$ cat config.mk
export PLATFORM = sky130hd
export DESIGN_NAME = can_bit_timing
export DESIGN_NICKNAME = d
export VERILOG_FILES = /design/src/rtl/canbt_pkg.sv /design/src/rtl/canbt_cfg.sv /design/src/rtl/canbt_presc.sv /design/src/rtl/canbt_seg.sv /design/src/rtl/can_bit_timing.sv
export SDC_FILE = /design/constraint.sdc
export NUM_CORES = 1
export LEC_CHECK = 0
export ABC_AREA = 1
export CORE_MARGIN = 3
export CORE_UTILIZATION = 45
export DETAILED_ROUTE_END_ITERATION = 7
export HOLD_SLACK_MARGIN = 0.06
export PLACE_DENSITY = 0.71
export RECOVER_POWER = 100
export SKIP_LAST_GASP = 1
export SYNTH_ARGS = -nofsm -noshare
export SYNTH_HDL_FRONTEND = slang
export SYNTH_SLANG_ARGS = --single-unit
$ cat constraint.sdc
create_clock -name clk -period 10.6 [get_ports clk]
set_input_delay 1.06 -clock clk [delete_from_list [all_inputs] [get_ports clk]]
set_output_delay 1.06 -clock clk [all_outputs]
set_load 0.02 [all_outputs]
$ cat src/rtl/canbt_pkg.sv
// Shared types for the CAN bit timing unit.
package canbt_pkg;
    typedef enum logic [1:0] {SEG_SYNC, SEG_PH1, SEG_PH2} seg_e;
endpackage

$ cat src/rtl/canbt_cfg.sv
// Control and timing registers.
// Holds the init/enable control pair and the packed timing word.
// Assumes the caller decodes the timing fields from tim_q.
module canbt_cfg #(
    parameter int BRP_W = 6,
    parameter int SJW_W = 2,
    parameter int TS1_W = 4,
    parameter int TS2_W = 3,
    localparam int TW   = BRP_W + SJW_W + TS1_W + TS2_W + 1
) (
    input  logic          clk,
    input  logic          rst_n,
    input  logic          ctl_wr,
    input  logic [1:0]    ctl_wdata,
    input  logic          tim_wr,
    input  logic [TW-1:0] tim_wdata,
    output logic          init_q,
    output logic          cce_q,
    output logic [TW-1:0] tim_q
);
    localparam logic [TW-1:0] TIM_RST = {1'b0, TS2_W'(2), TS1_W'(3), SJW_W'(0), BRP_W'(0)};

    // Control register: init flag and configuration-change enable.
    always_ff @(posedge clk) begin
        if (!rst_n) begin
            init_q <= 1'b1;
            cce_q  <= 1'b0;
        end else if (ctl_wr) begin
            init_q <= ctl_wdata[0];
            cce_q  <= ctl_wdata[1];
        end
    end

    // Timing register; writes are accepted only while the enable is set.
    always_ff @(posedge clk) begin
        if (!rst_n)
            tim_q <= TIM_RST;
        else if (tim_wr && cce_q)
            tim_q <= tim_wdata;
    end
endmodule

$ cat src/rtl/canbt_presc.sv
// Quantum prescaler.
// Counts module clocks and raises tick in the last cycle of each quantum.
// Assumes restart clears the count in the cycle in which it is raised.
module canbt_presc #(
    parameter int BRP_W = 6,
    localparam int LW   = BRP_W + 4
) (
    input  logic             clk,
    input  logic             rst_n,
    input  logic             run,
    input  logic             restart,
    input  logic [BRP_W-1:0] brp,
    input  logic             div8,
    output logic             tick
);
    logic [LW-1:0] lim;
    logic [LW-1:0] pc_q;

    // Quantum length in clocks.
    always_comb begin
        lim = LW'(brp) + LW'(1);
        if (div8)
            lim = lim << 3;
    end

    assign tick = run && !restart && (pc_q == lim - LW'(1));

    // Clock counter within the current quantum.
    always_ff @(posedge clk) begin
        if (!rst_n || !run || restart || tick)
            pc_q <= '0;
        else
            pc_q <= pc_q + LW'(1);
    end
endmodule

$ cat src/rtl/canbt_seg.sv
// Bit segment sequencer.
// Steps sync, first-phase and second-phase segments on quantum ticks.
// Applies hard synchronization or bounded resynchronization on falling rx edges.
// Produces the sample and bit-end strobes.
// Assumes rx is already synchronous to clk.
module canbt_seg import canbt_pkg::*; #(
    parameter int SJW_W = 2,
    parameter int TS1_W = 4,
    parameter int TS2_W = 3
) (
    input  logic             clk,
    input  logic             rst_n,
    input  logic             run,
    input  logic             tick,
    input  logic             rx,
    input  logic             hsync_en,
    input  logic [SJW_W-1:0] sjw,
    input  logic [TS1_W-1:0] tseg1,
    input  logic [TS2_W-1:0] tseg2,
    output logic             hs_go,
    output logic             sample_stb,
    output logic             sample_bit,
    output logic             bit_stb
);
    localparam int QW = $clog2((1 << TS1_W) + (1 << SJW_W) + 2) + 1;

    seg_e          seg_q;
    logic [QW-1:0] qcnt_q, ext_q, sh_q;
    logic          done_q, rx_d;
    logic [QW-1:0] t1, t2, sjq, err, adj, ext_now, sh_now, len1, len2;
    logic          fall, rs_go, end1, end2;

    // Segment lengths in quanta, raised to their minimum values.
    always_comb begin
        t1  = ((tseg1 < TS1_W'(2)) ? QW'(2) : QW'(tseg1)) + QW'(1);
        t2  = ((tseg2 == '0) ? QW'(1) : QW'(tseg2)) + QW'(1);
        sjq = QW'(sjw) + QW'(1);
    end

    assign fall  = run && rx_d && !rx;
    assign hs_go = fall && hsync_en;
    assign rs_go = fall && !hsync_en && !done_q && (seg_q != SEG_SYNC);

    // Phase error and the correction bounded by the jump width.
    always_comb begin
        err     = (seg_q == SEG_PH1) ? qcnt_q + QW'(1) : t2 - qcnt_q - QW'(1);
        adj     = (err < sjq) ? err : sjq;
        ext_now = (rs_go && seg_q == SEG_PH1) ? adj : ext_q;
        sh_now  = (rs_go && seg_q == SEG_PH2) ? adj : sh_q;
        len1    = t1 + ext_now;
        len2    = t2 - sh_now;
        end1    = tick && (seg_q == SEG_PH1) && (qcnt_q >= len1 - QW'(1));
        end2    = tick && (seg_q == SEG_PH2) && (qcnt_q >= len2 - QW'(1));
    end

    assign sample_stb = end1;
    assign sample_bit = rx;
    assign bit_stb    = end2 || hs_go;

    // Previous bus level, used for edge detection.
    always_ff @(posedge clk) begin
        if (!rst_n) rx_d <= 1'b1;
        else        rx_d <= rx;
    end

    // Segment state, quantum counter and per-bit correction record.
    always_ff @(posedge clk) begin
        if (!rst_n || !run || hs_go) begin
            seg_q  <= SEG_SYNC;
            qcnt_q <= '0;
            ext_q  <= '0;
            sh_q   <= '0;
            done_q <= 1'b0;
        end else begin
            if (rs_go) begin
                done_q <= 1'b1;
                ext_q  <= ext_now;
                sh_q   <= sh_now;
            end
            if (tick) begin
                unique case (seg_q)
                    SEG_SYNC: begin
                        seg_q  <= SEG_PH1;
                        qcnt_q <= '0;
                    end
                    SEG_PH1: begin
                        if (end1) begin
                            seg_q  <= SEG_PH2;
                            qcnt_q <= '0;
                        end else begin
                            qcnt_q <= qcnt_q + QW'(1);
                        end
                    end
                    default: begin
                        if (end2) begin
                            seg_q  <= SEG_SYNC;
                            qcnt_q <= '0;
                            ext_q  <= '0;
                            sh_q   <= '0;
                            done_q <= 1'b0;
                        end else begin
                            qcnt_q <= qcnt_q + QW'(1);
                        end
                    end
                endcase
            end
        end
    end
endmodule

$ cat src/rtl/can_bit_timing.sv
// CAN bit timing and synchronization unit, top level.
// Joins the register file, the quantum prescaler and the segment sequencer.
// Assumes a synchronous rx and a single clock domain.
module can_bit_timing #(
    parameter int BRP_W = 6,
    parameter int SJW_W = 2,
    parameter int TS1_W = 4,
    parameter int TS2_W = 3,
    localparam int TW   = BRP_W + SJW_W + TS1_W + TS2_W + 1
) (
    input  logic          clk,
    input  logic          rst_n,
    input  logic          rx,
    input  logic          hsync_en,
    input  logic          ctl_wr,
    input  logic [1:0]    ctl_wdata,
    input  logic          tim_wr,
    input  logic [TW-1:0] tim_wdata,
    output logic          tq_tick,
    output logic          sample_stb,
    output logic          sample_bit,
    output logic          bit_stb
);
    localparam int O_SJW = BRP_W;
    localparam int O_TS1 = O_SJW + SJW_W;
    localparam int O_TS2 = O_TS1 + TS1_W;
    localparam int O_D8  = O_TS2 + TS2_W;

    logic          init_q, cce_q, hs_go;
    logic [TW-1:0] tim_q;

    canbt_cfg #(.BRP_W(BRP_W), .SJW_W(SJW_W), .TS1_W(TS1_W), .TS2_W(TS2_W)) u_cfg (
        .clk(clk), .rst_n(rst_n), .ctl_wr(ctl_wr), .ctl_wdata(ctl_wdata),
        .tim_wr(tim_wr), .tim_wdata(tim_wdata),
        .init_q(init_q), .cce_q(cce_q), .tim_q(tim_q)
    );

    canbt_presc #(.BRP_W(BRP_W)) u_presc (
        .clk(clk), .rst_n(rst_n), .run(!init_q), .restart(hs_go),
        .brp(tim_q[BRP_W-1:0]), .div8(tim_q[O_D8]), .tick(tq_tick)
    );

    canbt_seg #(.SJW_W(SJW_W), .TS1_W(TS1_W), .TS2_W(TS2_W)) u_seg (
        .clk(clk), .rst_n(rst_n), .run(!init_q), .tick(tq_tick), .rx(rx),
        .hsync_en(hsync_en),
        .sjw(tim_q[O_TS1-1:O_SJW]), .tseg1(tim_q[O_TS2-1:O_TS1]),
        .tseg2(tim_q[O_D8-1:O_TS2]),
        .hs_go(hs_go), .sample_stb(sample_stb), .sample_bit(sample_bit),
        .bit_stb(bit_stb)
    );
endmodule

==> results.json <==
{
  "overflow": 0,
  "postLayoutCoreUtil": 0.522,
  "cts_buffers": 5,
  "cellInternalPower_uw": 307,
  "drt_first_pass_iters": 4,
  "crit_arrival_ps": 6330,
  "fmax_mhz": 135,
  "cap_violations": 0,
  "first_iter_violations": 213,
  "fin_cells": 661,
  "path_clk_slew_ps": 110,
  "synth.distinct_cells": 42,
  "hpwl_mm": 6.56,
  "fin_skew_ps": 13.0,
  "fp.coreArea_sq_um": 7850,
  "antenna_found_initial": 0,
  "hold_viol": 0,
  "num_vias": 3383,
  "cts_setup_buffers": 0,
  "pwr-share-comb": 0.239,
  "critPathRequiredTime_ps": 9540,
  "power_uw": 449,
  "start_util": 0.469,
  "via_per_inst": 5.12,
  "gp_congestion": 0.944,
  "nFillCells": 806,
  "p_leak_uw": 0.00188,
  "status": "finished clean",
  "setup_viol": 0,
  "fp-row-count": 32,
  "hp-class": "reg -> reg",
  "grt_pass1_vias": 3110,
  "swShare": 0.316,
  "area_growth_pct": 11.3,
  "p_per_area_nw_per_um2": 110,
  "synthCells": 536,
  "synth-async-reset-ratio": 0,
  "grt_pass1_wl_mm": 14.0,
  "ios": 28,
  "cts-resized-gates": 0,
  "cp-end-kind": "output port",
  "cts_root_buf": "clkbuf_8",
  "drcViolationCount": 0,
  "p_switching_uw": 142,
  "clk-insertion-delay-late_ps": 320,
  "die_y_microns": 96.4,
  "track_usage": 0.188,
  "postRouteAntennaNets": 0,
  "start_kind": "flip-flop",
  "pwr-share-seq": 0.438,
  "fin_crit_ps": 7390,
  "crit_type": "reg -> out",
  "synth_edf_count": 0,
  "cts.path.max_buffers": 2,
  "critical-path-max-stage-delay_ps": 650,
  "fin_setup_tns_ps": 0,
  "fin_ws_ps": 3210,
  "max_slew.worst_pin.slew_ps": 658,
  "slew_headroom": 0.560,
  "power_frac_clock": 0.323,
  "cts.sinks": 50,
  "grt_max_degree": 24,
  "cts_tree": "built",
  "drive_gt1_frac": 0.0787,
  "syn_area_sq_um": 3680,
  "synth_ff_type": "dfxtp_1",
  "place_ws_ps": 3810,
  "yosys_register_bits": 50,
  "grt_setup_unrepaired": "no",
  "cp_slowest_cell": "dlygate4sd3_1",
  "synth_area_per_cell_sq_um": 6.87,
  "ir_worst_vdd_mv": 0.0560,
  "crit_path_max_fanout": 4,
  "min_period_over_period": 0.697,
  "dp_cells": 653,
  "wl_per_cell_microns": 12.3,
  "holdBufCountCts": 0,
  "cts_max_level": 2,
  "nets": 617,
  "yosys_warnings": 0,
  "dieArea_sq_um": 9300,
  "n_antenna_cell": 0,
  "maxSlewViolCount": 0,
  "syn_nets": 595,
  "die_w_microns": 96.4,
  "port_buffers": 27,
  "routed_wl_mm": 8.14,
  "yosysSeqAreaShare": 0.272
}
==> cell usage after synthesis (all sizes together), types with 4 or more instances <==
library cell	count	area share
or2	6	0.010
clkbuf	7	0.0071
nor3	7	0.011
nand4	10	0.017
nor2	65	0.076
ha	32	0.11
nand3	62	0.092
dfxtp	50	0.27
xnor2	6	0.014
o21ai	29	0.040
nand2	116	0.13
xor2	18	0.043
inv	74	0.076
a21oi	24	0.033
buf	5	0.011
a21o	4	0.0082
==> cells by family (layout without fill, tap and decap cells) <==
family	after synthesis	after routing	synth area share
xor gates and xnor gates	24	24	0.0571
AOI/OAI and AO/OA	69	69	0.105
adders and majority gates	35	35	0.125
DFF	50	50	0.272
and+or+nand+nor	270	270	0.344
buffers and inverters	88	111	0.0969
==> cell usage in the layout (no fill, tap or decap), types with 2 or more instances in the layout <==
master           count
a21o_1               4
a21oi_1             24
a31oi_1              3
clkbuf_8             5
clkdlybuf4s50_1     20
dfxtp_1             50
dlygate4sd3_1        7
fa_1                 3
ha_1                32
inv_1               67
inv_2                6
inv_6                2
nand2_1            105
nand2_2             10
nand3_1             58
nand3_2              3
nand4_1             10
nor2_1              60
nor2_2               4
nor3_1               6
nor3b_1              3
o211ai_1             3
o21ai_0             27
o21bai_1             2
or2_2                6
xnor2_1              6
xor2_1              18
==> routing by layer <==
| metal | up-vias | global-route usage | share of wire |
|---|---|---|---|
| met4 | 0 | 0.0397 | 0.011 |
| met5 | - | 0 | 0 |
| met1 | 1522 | 0.267 | 0.49 |
| met3 | 8 | 0.0248 | 0.053 |
| li1 | 1782 | - | - |
| met2 | 71 | 0.305 | 0.45 |
==> critical path, delay by kind of cell, from the launching register on <==
family                   cells  cell delay (ps)
adder cells (fa/ha/maj)      6             1960
AO/OA/AOI/OAI                9             1810
buffers and inverters        7             1140
AND/OR/NAND/NOR              6              610
flip-flops                   1              360
XOR/XNOR                     1              160
==> flip-flops by register name, summed over array words and instances, names as in the netlist <==
| name | count |
|---|---|
| u_cfg.init_q | 1 |
| u_cfg.cce_q | 1 |
| u_seg.rx_d | 1 |
| u_seg.ext_q | 6 |
| u_seg.seg_q | 2 |
| u_seg.qcnt_q | 6 |
| u_cfg.tim_q | 16 |
| u_seg.done_q | 1 |
| u_presc.pc_q | 10 |
| u_seg.sh_q | 6 |
==> through the flow <==
stage	hold slack [ps]	instance area, sq um
CTS	471	4130
global placement	445	4010
detailed placement	454	4010
finish	468	4100
global route	487	4100
floorplan	432	3680
==> final cells by class <==
type                            instances  area, sq um  area share
Clock buffer                            5         68.8      0.0168
Clock inverter                          3         47.5      0.0116
Inverter                               76          288      0.0702
Multi-Input combinational cell        398         2290       0.560
Sequential cell                        50         1000       0.244
Tap cell                              102          128      0.0311
Timing Repair Buffer                   27          270      0.0660
==> worst paths after layout <==
check	start	slack, ps	depth (start not counted)	to
setup / recovery	u_cfg.tim_q[14]$_SDFFE_PN0P_	3210	29	bit_stb
hold / removal	u_seg.ext_q[3]$_SDFF_PP0_	470	2	u_seg.ext_q[3]$_SDFF_PP0_
setup reg to reg	u_cfg.tim_q[14]$_SDFFE_PN0P_	4740	29	u_seg.sh_q[4]$_SDFF_PP0_
hold reg to reg	u_seg.ext_q[3]$_SDFF_PP0_	470	2	u_seg.ext_q[3]$_SDFF_PP0_
==> power by group through the flow <==
stage | sequential (uW) | combinational, uW | clock (uW)
global route | 198 | 123 | 156
detailed placement | 201 | 110 | 0
global placement | 201 | 107 | 0
CTS | 197 | 110 | 149
finish | 197 | 107 | 145
floorplan | 199 | 85.1 | 0
No activity file was read; power rests on OpenSTA's default activity.
